`config.mk`:
```
export PLATFORM = sky130hd
export DESIGN_NAME = flash_status_reg
export DESIGN_NICKNAME = d
export VERILOG_FILES = /design/src/rtl/fsr_pkg.sv /design/src/rtl/fsr_pin_sync.sv /design/src/rtl/fsr_live.sv /design/src/rtl/fsr_capture.sv /design/src/rtl/flash_status_reg.sv
export SDC_FILE = /design/constraint.sdc
export NUM_CORES = 1
export LEC_CHECK = 0
export CORE_MARGIN = 2
export CORE_UTILIZATION = 30
export DETAILED_ROUTE_END_ITERATION = 8
export GPL_TIMING_DRIVEN = 0
export PLACE_DENSITY_LB_ADDON = 0.12
export RECOVER_POWER = 50
export SLEW_MARGIN = 10
export SYNTH_ARGS = -nofsm -noshare
export SYNTH_HDL_FRONTEND = slang
export SYNTH_SLANG_ARGS = --single-unit
export TNS_END_PERCENT = 20
```
`constraint.sdc`:
```
create_clock -name clk -period 1.7 [get_ports clk]
set_input_delay 0.34 -clock clk [delete_from_list [all_inputs] [get_ports clk]]
set_output_delay 0.34 -clock clk [all_outputs]
set_load 0.02 [all_outputs]
```
`src/rtl/fsr_pkg.sv`:
```
package fsr_pkg;
  localparam int STAT_W = 8;
  localparam int BUS_W  = 16;

  localparam int B_READY   = 7;
  localparam int B_SUSP    = 6;
  localparam int B_ERS_ERR = 5;
  localparam int B_PRG_ERR = 4;
  localparam int B_VPP_ERR = 3;

  localparam logic [STAT_W-1:0] STAT_RST       = 8'h80;
  localparam logic [STAT_W-1:0] WSM_SET_MASK   = 8'hF8;
  localparam logic [STAT_W-1:0] WSM_CLR_MASK   = 8'hC0;
  localparam logic [STAT_W-1:0] HOST_CLR_MASK  = 8'h38;
  localparam logic [STAT_W-1:0] RSVD_MASK      = 8'h07;
endpackage

```
`src/rtl/fsr_pin_sync.sv`:
```
module fsr_pin_sync #(
  parameter int W      = 2,
  parameter int STAGES = 2,
  parameter logic RST_VAL = 1'b1
) (
  input  logic         clk,
  input  logic         rst_n,
  input  logic [W-1:0] pin_in,
  output logic [W-1:0] pin_sync
);
  logic [W-1:0] chain [STAGES];

  generate
    for (genvar s = 0; s < STAGES; s++) begin : g_stage
      always_ff @(posedge clk) begin
        if (!rst_n) chain[s] <= {W{RST_VAL}};
        else if (s == 0) chain[s] <= pin_in;
        else chain[s] <= chain[(s == 0) ? 0 : s-1];
      end
    end
  endgenerate

  assign pin_sync = chain[STAGES-1];
endmodule

```
`src/rtl/fsr_live.sv`:
```
module fsr_live
  import fsr_pkg::*;
(
  input  logic              clk,
  input  logic              rst_n,
  input  logic [STAT_W-1:0] set_req,
  input  logic [STAT_W-1:0] clr_req,
  input  logic              host_clr,
  output logic [STAT_W-1:0] live
);
  logic [STAT_W-1:0] cleared;
  logic [STAT_W-1:0] nxt;

  always_comb begin
    cleared = live & ~(clr_req & WSM_CLR_MASK)
                   & ~({STAT_W{host_clr}} & HOST_CLR_MASK);
    // set applied after clear: a colliding set wins
    nxt = (cleared | (set_req & WSM_SET_MASK)) & ~RSVD_MASK;
  end

  always_ff @(posedge clk) begin
    if (!rst_n) live <= STAT_RST;
    else        live <= nxt;
  end
endmodule

```
`src/rtl/fsr_capture.sv`:
```
module fsr_capture
  import fsr_pkg::*;
(
  input  logic              clk,
  input  logic              rst_n,
  input  logic              ce_s_n,
  input  logic              oe_s_n,
  input  logic              byte_mode,
  input  logic [STAT_W-1:0] live,
  output logic [BUS_W-1:0]  dq_out,
  output logic [BUS_W-1:0]  dq_oe
);
  localparam int UPPER_W = BUS_W - STAT_W;

  logic              rd_act;
  logic              rd_act_q;
  logic              cap;
  logic [STAT_W-1:0] snap;
  logic              lo_en;
  logic              hi_en;

  assign rd_act = ~ce_s_n & ~oe_s_n;
  assign cap    = rd_act & ~rd_act_q;

  always_ff @(posedge clk) begin
    if (!rst_n) begin
      rd_act_q <= 1'b0;
      snap     <= STAT_RST;
      lo_en    <= 1'b0;
      hi_en    <= 1'b0;
    end else begin
      rd_act_q <= rd_act;
      if (cap) snap <= live;
      lo_en <= rd_act;
      hi_en <= rd_act & ~byte_mode;
    end
  end

  generate
    for (genvar l = 0; l < BUS_W; l++) begin : g_lane
      if (l < STAT_W) begin : g_lo
        assign dq_out[l] = snap[l];
        assign dq_oe[l]  = lo_en;
      end else begin : g_hi
        assign dq_out[l] = 1'b0;
        assign dq_oe[l]  = hi_en;
      end
    end
  endgenerate

  initial begin
    if (UPPER_W < 0) $display("fsr_capture: bus narrower than status");
  end
endmodule

```
`src/rtl/flash_status_reg.sv`:
```
module flash_status_reg
  import fsr_pkg::*;
#(
  parameter int SYNC_STAGES = 2
) (
  input  logic              clk,
  input  logic              rst_n,
  input  logic [STAT_W-1:0] wsm_set,
  input  logic [STAT_W-1:0] wsm_clr,
  input  logic              host_clr,
  input  logic              ce_n,
  input  logic              oe_n,
  input  logic              byte_mode,
  output logic [BUS_W-1:0]  dq_out,
  output logic [BUS_W-1:0]  dq_oe
);
  logic [1:0]        pins_s;
  logic [STAT_W-1:0] stat_live;

  fsr_pin_sync #(.W(2), .STAGES(SYNC_STAGES), .RST_VAL(1'b1)) u_sync (
    .clk      (clk),
    .rst_n    (rst_n),
    .pin_in   ({ce_n, oe_n}),
    .pin_sync (pins_s)
  );

  fsr_live u_live (
    .clk      (clk),
    .rst_n    (rst_n),
    .set_req  (wsm_set),
    .clr_req  (wsm_clr),
    .host_clr (host_clr),
    .live     (stat_live)
  );

  fsr_capture u_cap (
    .clk       (clk),
    .rst_n     (rst_n),
    .ce_s_n    (pins_s[1]),
    .oe_s_n    (pins_s[0]),
    .byte_mode (byte_mode),
    .live      (stat_live),
    .dq_out    (dq_out),
    .dq_oe     (dq_oe)
  );
endmodule

```
* Yosys cells after proc, flatten, opt, wreduce, memory -nomap -nowiden *
Memories as Yosys holds them, arrays and structs flattened.
Index checks and enable logic that the tools add are counted.

word-level totals
  memory bits (writable) = 4
  word-level logic and storage cells = 24
  output and inout port bits = 32
  bits in registers = 18
  memories kept = 1

memory list
  name          words  width  read ports  clocked after Yosys merged registers in  write ports  RTL line            source
  u_sync.chain  2      2      2           0                                        2            fsr_pin_sync.sv:11  logic [W-1:0] chain [STAGES];

operators by class
  multiplexer cells = 4
  bitwise gates (word level) = 14

operator list
  kind                              count
  8-bit AND                         2
  6-bit inverter with 8-bit output  1
  8-bit inverter                    1
  8-bit bitwise OR                  1
  2-bit two-way mux                 2
  1-bit inverter                    4
  1-bit AND                         3
  1-bit two-way mux                 2
  1-bit bitwise OR                  2

* Longest topological paths before layout *
  depth after elaboration = 4
  depth in mapped cells = 4
  mapped depth without buffers = 2

* Cells and area by module *
From an unflattened synthesis, not the netlist that was laid out.

second synthesis, totals
  cells, all modules = 90
  area, all modules = 864.6 sq um

by module, submodules not included
  module        cells each  area an instance (sq um)  instances  seq. area each (sq um)
  fsr_capture   63          564.3                     1          200.2
  fsr_live      19          195.2                     1          100.1
  fsr_pin_sync  8           105.1                     1          80.1

* Worst setup path after synthesis *
OpenSTA, ideal clock, no wires.

  path kind = register -> output
  start = register u_cap.rd_act_q (netlist name)
  end = output dq_oe[0]
  stages on the path, launching flop included = 2
  required time = 1360 ps
  setup slack = 686 ps
  data arrival time = 674 ps
  path through = dfxtp_1 > buf_4

RTL lines
  what              RTL line                source
  end: declaration  flash_status_reg.sv:15  output logic [BUS_W-1:0] dq_oe

* Worst setup path after layout *
  start = register u_cap.snap[4]
  end = output dq_out[4]

RTL lines
  what                      RTL line                source
  start: declaration        fsr_capture.sv:18       logic [STAT_W-1:0] snap;
  start signal: assignment  fsr_capture.sv:33       if (cap) snap <= live;
  end: declaration          flash_status_reg.sv:14  output logic [BUS_W-1:0] dq_out,

No word-level cell between the ends.

==> metrics.md <==
| Metric | Value |
|---|---|
| Endpoint required time on the critical path | `1360 ps` |
| Synthesized netlist cell count | `78` |
| Critical path buffers and inverters | `1` |
| Iteration count of the initial detailed-routing pass | `4` |
| Final ANT Viol Nets | `0` |
| Number of global-route vias before repair | `about 450` |
| Number of warnings printed during yosys synthesis | `0` |
| Core area | `2432 µm²` |
| Min Tclk post-route | `1590 ps` |
| Slew Viols, Final | `0` |
| Total die area | `2937 µm²` |
| Highest clock rate | `between 0.6 and 0.7 GHz` |
| Hold Vio Cnt, Final | `0` |
| Final routed wire length divided by cell count | `8.136 µm` |
| Fraction of final layout cells with drive strength greater than 1 | `37.90%` |
| Chip Height | `around 54 µm` |
| Clock network power share | `33.7%` |
| Critical-path maximum fanout | `2` |
| Portion of total power attributed to sequential cells | `52.8%` |
| Root buffer cell | `sky130_fd_sc_hd__clkbuf_4` |
| Critical Setup Path Class | `flop to output port` |
| Category of the worst setup path launch point | `flop` |
| Number of filler cells placed in the layout | `around 240` |
| Run status | `finished clean` |
| Seq/Total Area, Yosys | `42.38%` |
| Largest delay contributor family on the critical path | `buffers and inverters` |
| Post-layout net count | `about 150` |
| Row count | `18` |
| Remaining global-route overflow | `0` |
| Category of the worst setup path capture point | `output port` |
| Dpl cells | `150` |
| I/O pins | `54` |
| Post-route DRC | `0` |
| Synth-to-layout area growth | `50.66%` |
| Area share of the largest cell type after synthesis | `42.38%` |
| Maximum single-stage delay on the critical path | `610 ps` |
| Total global-route track usage | `9.023%` |
| Maximum clock insertion buffer count | `2` |
| Distinct cell type count of the synthesized netlist | `14` |
| Antenna violations before repair | `0` |
| Fraction of power spent switching nets | `22.93%` |
| Total leakage power | `~0.56 nW` |
| Cell-internal power | `~0.57 mW` |
| Initial core utilization | `31.07%` |
| Final setup violation count | `0` |
| Total number of clock tree sinks | `16` |
| Maximum number of pins on one net before global-route repair | `11` |
| Setup tns final | `0 ps` |
| H-Tree Depth | `1` |
| Synthesis-stage register bit count | `16` |
| Synth top area cells | `sky130_fd_sc_hd__dfxtp_1 42%, sky130_fd_sc_hd__buf_4 27%, sky130_fd_sc_hd__mux2i_1 5.3%` |
| Routed via count | `563` |
| WL final | `1253 µm` |
| Peak VDD IR | `0.5169 mV` |
| CTS tree | `yes` |
| Top cell type by total area after synthesis | `sky130_fd_sc_hd__dfxtp_1` |
| Count of input and output buffers | `32` |
| Number of standard cells in the final layout excluding fillers | `154` |
| Net Sw Power | `0.1699 mW` |
| Power share of the combinational group | `between 10 and 15%` |
| Power per Cell Area | `651.0 nW/µm²` |
| Tightest slew margin relative to the limit | `43.80%` |
| Series of cell instances along the critical path | `clkdlybuf4s50_1` |
| Arrival time at the worst endpoint | `roughly 1300 ps` |
| Clock transition at path regs | `roughly 100 ps` |
| Share of the core filled with cells in the final layout | `46.81%` |
| ANT cells | `0` |
| Post-synth design cell area | `~760 µm²` |
| Seq. cell area | `324.1 µm²` |
| Vias/cell | `3.656` |
| Slowest CP cell | `sky130_fd_sc_hd__clkdlybuf4s50_1` |
| Number of DRC violations after detailed-routing iteration 0 | `7` |
| Global-route wire length before repair | `around 1900 µm` |
| Slew @ Worst Pin | `836.5 ps` |
| RSZ-0062 raised after global routing | `false` |
| Die W | `54.19 µm` |
| Clk_skew | `between 5 and 6 ps` |
| Tcrit/Tclk final | `93.52%` |
| Max Cap Viol | `0` |
| Placer congestion estimate | `0.6582` |
| Area of combinational cells with multiple inputs | `236.5 µm²` |
| Synth Area per Inst | `9.689 µm²` |
| Later-pin clock latency in the skew report | `roughly 280 ps` |
| Number of buffers created by CTS | `3` |
| Class of the most critical hold timing path | `primary input to flop` |
==> layer usage <==
| metal | share of wire, % | vias to the layer above | wire [µm] | GRT usage [%] |
|---|---|---|---|---|
| met5 | 0 | - | 0 | 0 |
| li1 | - | 301 | - | - |
| met4 | 2.4 | 0 | 30 | 6.250 |
| met1 | 44 | 222 | 555 | 11.28 |
| met3 | 15 | 5 | 190 | 1.944 |
| met2 | 38 | 35 | 476 | 13.65 |
==> cell type report <==
cell class	instances	area share, %
Tap cell	30	3.297
Buffer	29	18.68
Sequential cell	16	28.46
Inverter	2	0.6593
Timing Repair Buffer	32	24.95
Clock buffer	4	3.187
Multi-Input combinational cell	41	20.77
==> cell usage in the layout (no fill, tap or decap) <==
cell                              instances
sky130_fd_sc_hd__dfxtp_1                 15
sky130_fd_sc_hd__dfxtp_4                  1
sky130_fd_sc_hd__mux2i_1                  4
sky130_fd_sc_hd__conb_1                  11
sky130_fd_sc_hd__buf_2                    2
sky130_fd_sc_hd__buf_4                   39
sky130_fd_sc_hd__nor3_1                   1
sky130_fd_sc_hd__inv_1                    2
sky130_fd_sc_hd__clkbuf_8                 1
sky130_fd_sc_hd__dlygate4sd3_1            5
sky130_fd_sc_hd__clkdlybuf4s50_1         11
sky130_fd_sc_hd__o31a_1                   1
sky130_fd_sc_hd__nand2b_1                 4
sky130_fd_sc_hd__nor2b_1                  5
sky130_fd_sc_hd__a211o_1                  2
sky130_fd_sc_hd__o21a_1                   4
sky130_fd_sc_hd__dlygate4sd2_1            3
sky130_fd_sc_hd__nor3b_1                  1
sky130_fd_sc_hd__clkbuf_4                 4
sky130_fd_sc_hd__nand2_1                  8
==> power by group through the flow <==
stage          clock network, mW  logic [mW]  registers (mW)
2_1_floorplan                  0      0.0681           0.403
3_3_place_gp                   0       0.103           0.403
3_5_place_dp                   0       0.104           0.403
4_1_cts                    0.256       0.103           0.393
5_1_grt                    0.274       0.111           0.393
6_report                   0.250       0.100           0.391
==> registers in the layout, indices dropped and copies added (netlist names) <==
signal and count:
u_live.live 5, u_sync.chain 4, u_cap.snap 5, u_cap.hi_en 1, u_cap.rd_act_q 1
==> cell usage after synthesis <==
| cell | instances |
|---|---|
| sky130_fd_sc_hd__a211o_1 | 2 |
| sky130_fd_sc_hd__buf_2 | 2 |
| sky130_fd_sc_hd__buf_4 | 27 |
| sky130_fd_sc_hd__conb_1 | 1 |
| sky130_fd_sc_hd__dfxtp_1 | 16 |
| sky130_fd_sc_hd__inv_1 | 2 |
| sky130_fd_sc_hd__mux2i_1 | 4 |
| sky130_fd_sc_hd__nand2_1 | 8 |
| sky130_fd_sc_hd__nand2b_1 | 4 |
| sky130_fd_sc_hd__nor2b_1 | 5 |
| sky130_fd_sc_hd__nor3_4 | 1 |
| sky130_fd_sc_hd__nor3b_2 | 1 |
| sky130_fd_sc_hd__o21a_1 | 4 |
| sky130_fd_sc_hd__o31a_1 | 1 |
==> path summary, 6_finish.rpt <==
check	from	endpoint	slack, ps	depth (start not counted)
setup / recovery	u_cap.snap[4]	dq_out[4]	110	1
hold / removal	rst_n	u_sync.chain[0][1]	310	2
setup reg to reg	u_cap.rd_act_q	u_cap.snap[3]	330	2
hold reg to reg	u_sync.chain[0][1]	u_sync.chain[1][1]	410	1
==> repair_timing <==
action,in CTS,in global routing
resized for setup,19,0
buffers inserted,0,0
endpoints found under the hold margin,0,0
hold buffers,0,0
setup endpoints to repair,16,0
==> through the flow <==
stage               worst slack [ps]  area (µm²)  power (mW)  hold slack, ps
CTS                            98.37        1156      0.7515           312.0
detailed placement             64.18        1151      0.5065           399.1
finish                         110.1        1139      0.7412           311.7
global route                   55.21        1139      0.7786           310.4
global placement               87.45        1151      0.5056           391.5
floorplan                      685.9       793.3      0.4709           386.3
==> logic make-up (layout without fill, tap and decap cells) <==
group           after synthesis  count (layout)  share of synthesized area, %
buf+inv                      31              67                         29.14
simple gates                 19              19                         15.23
flops                        16              16                         42.38
compound gates                7               7                         7.451
mux                           4               4                         5.298
other cells                   1              11                        0.4962
Power figures use the tool's default switching activity.
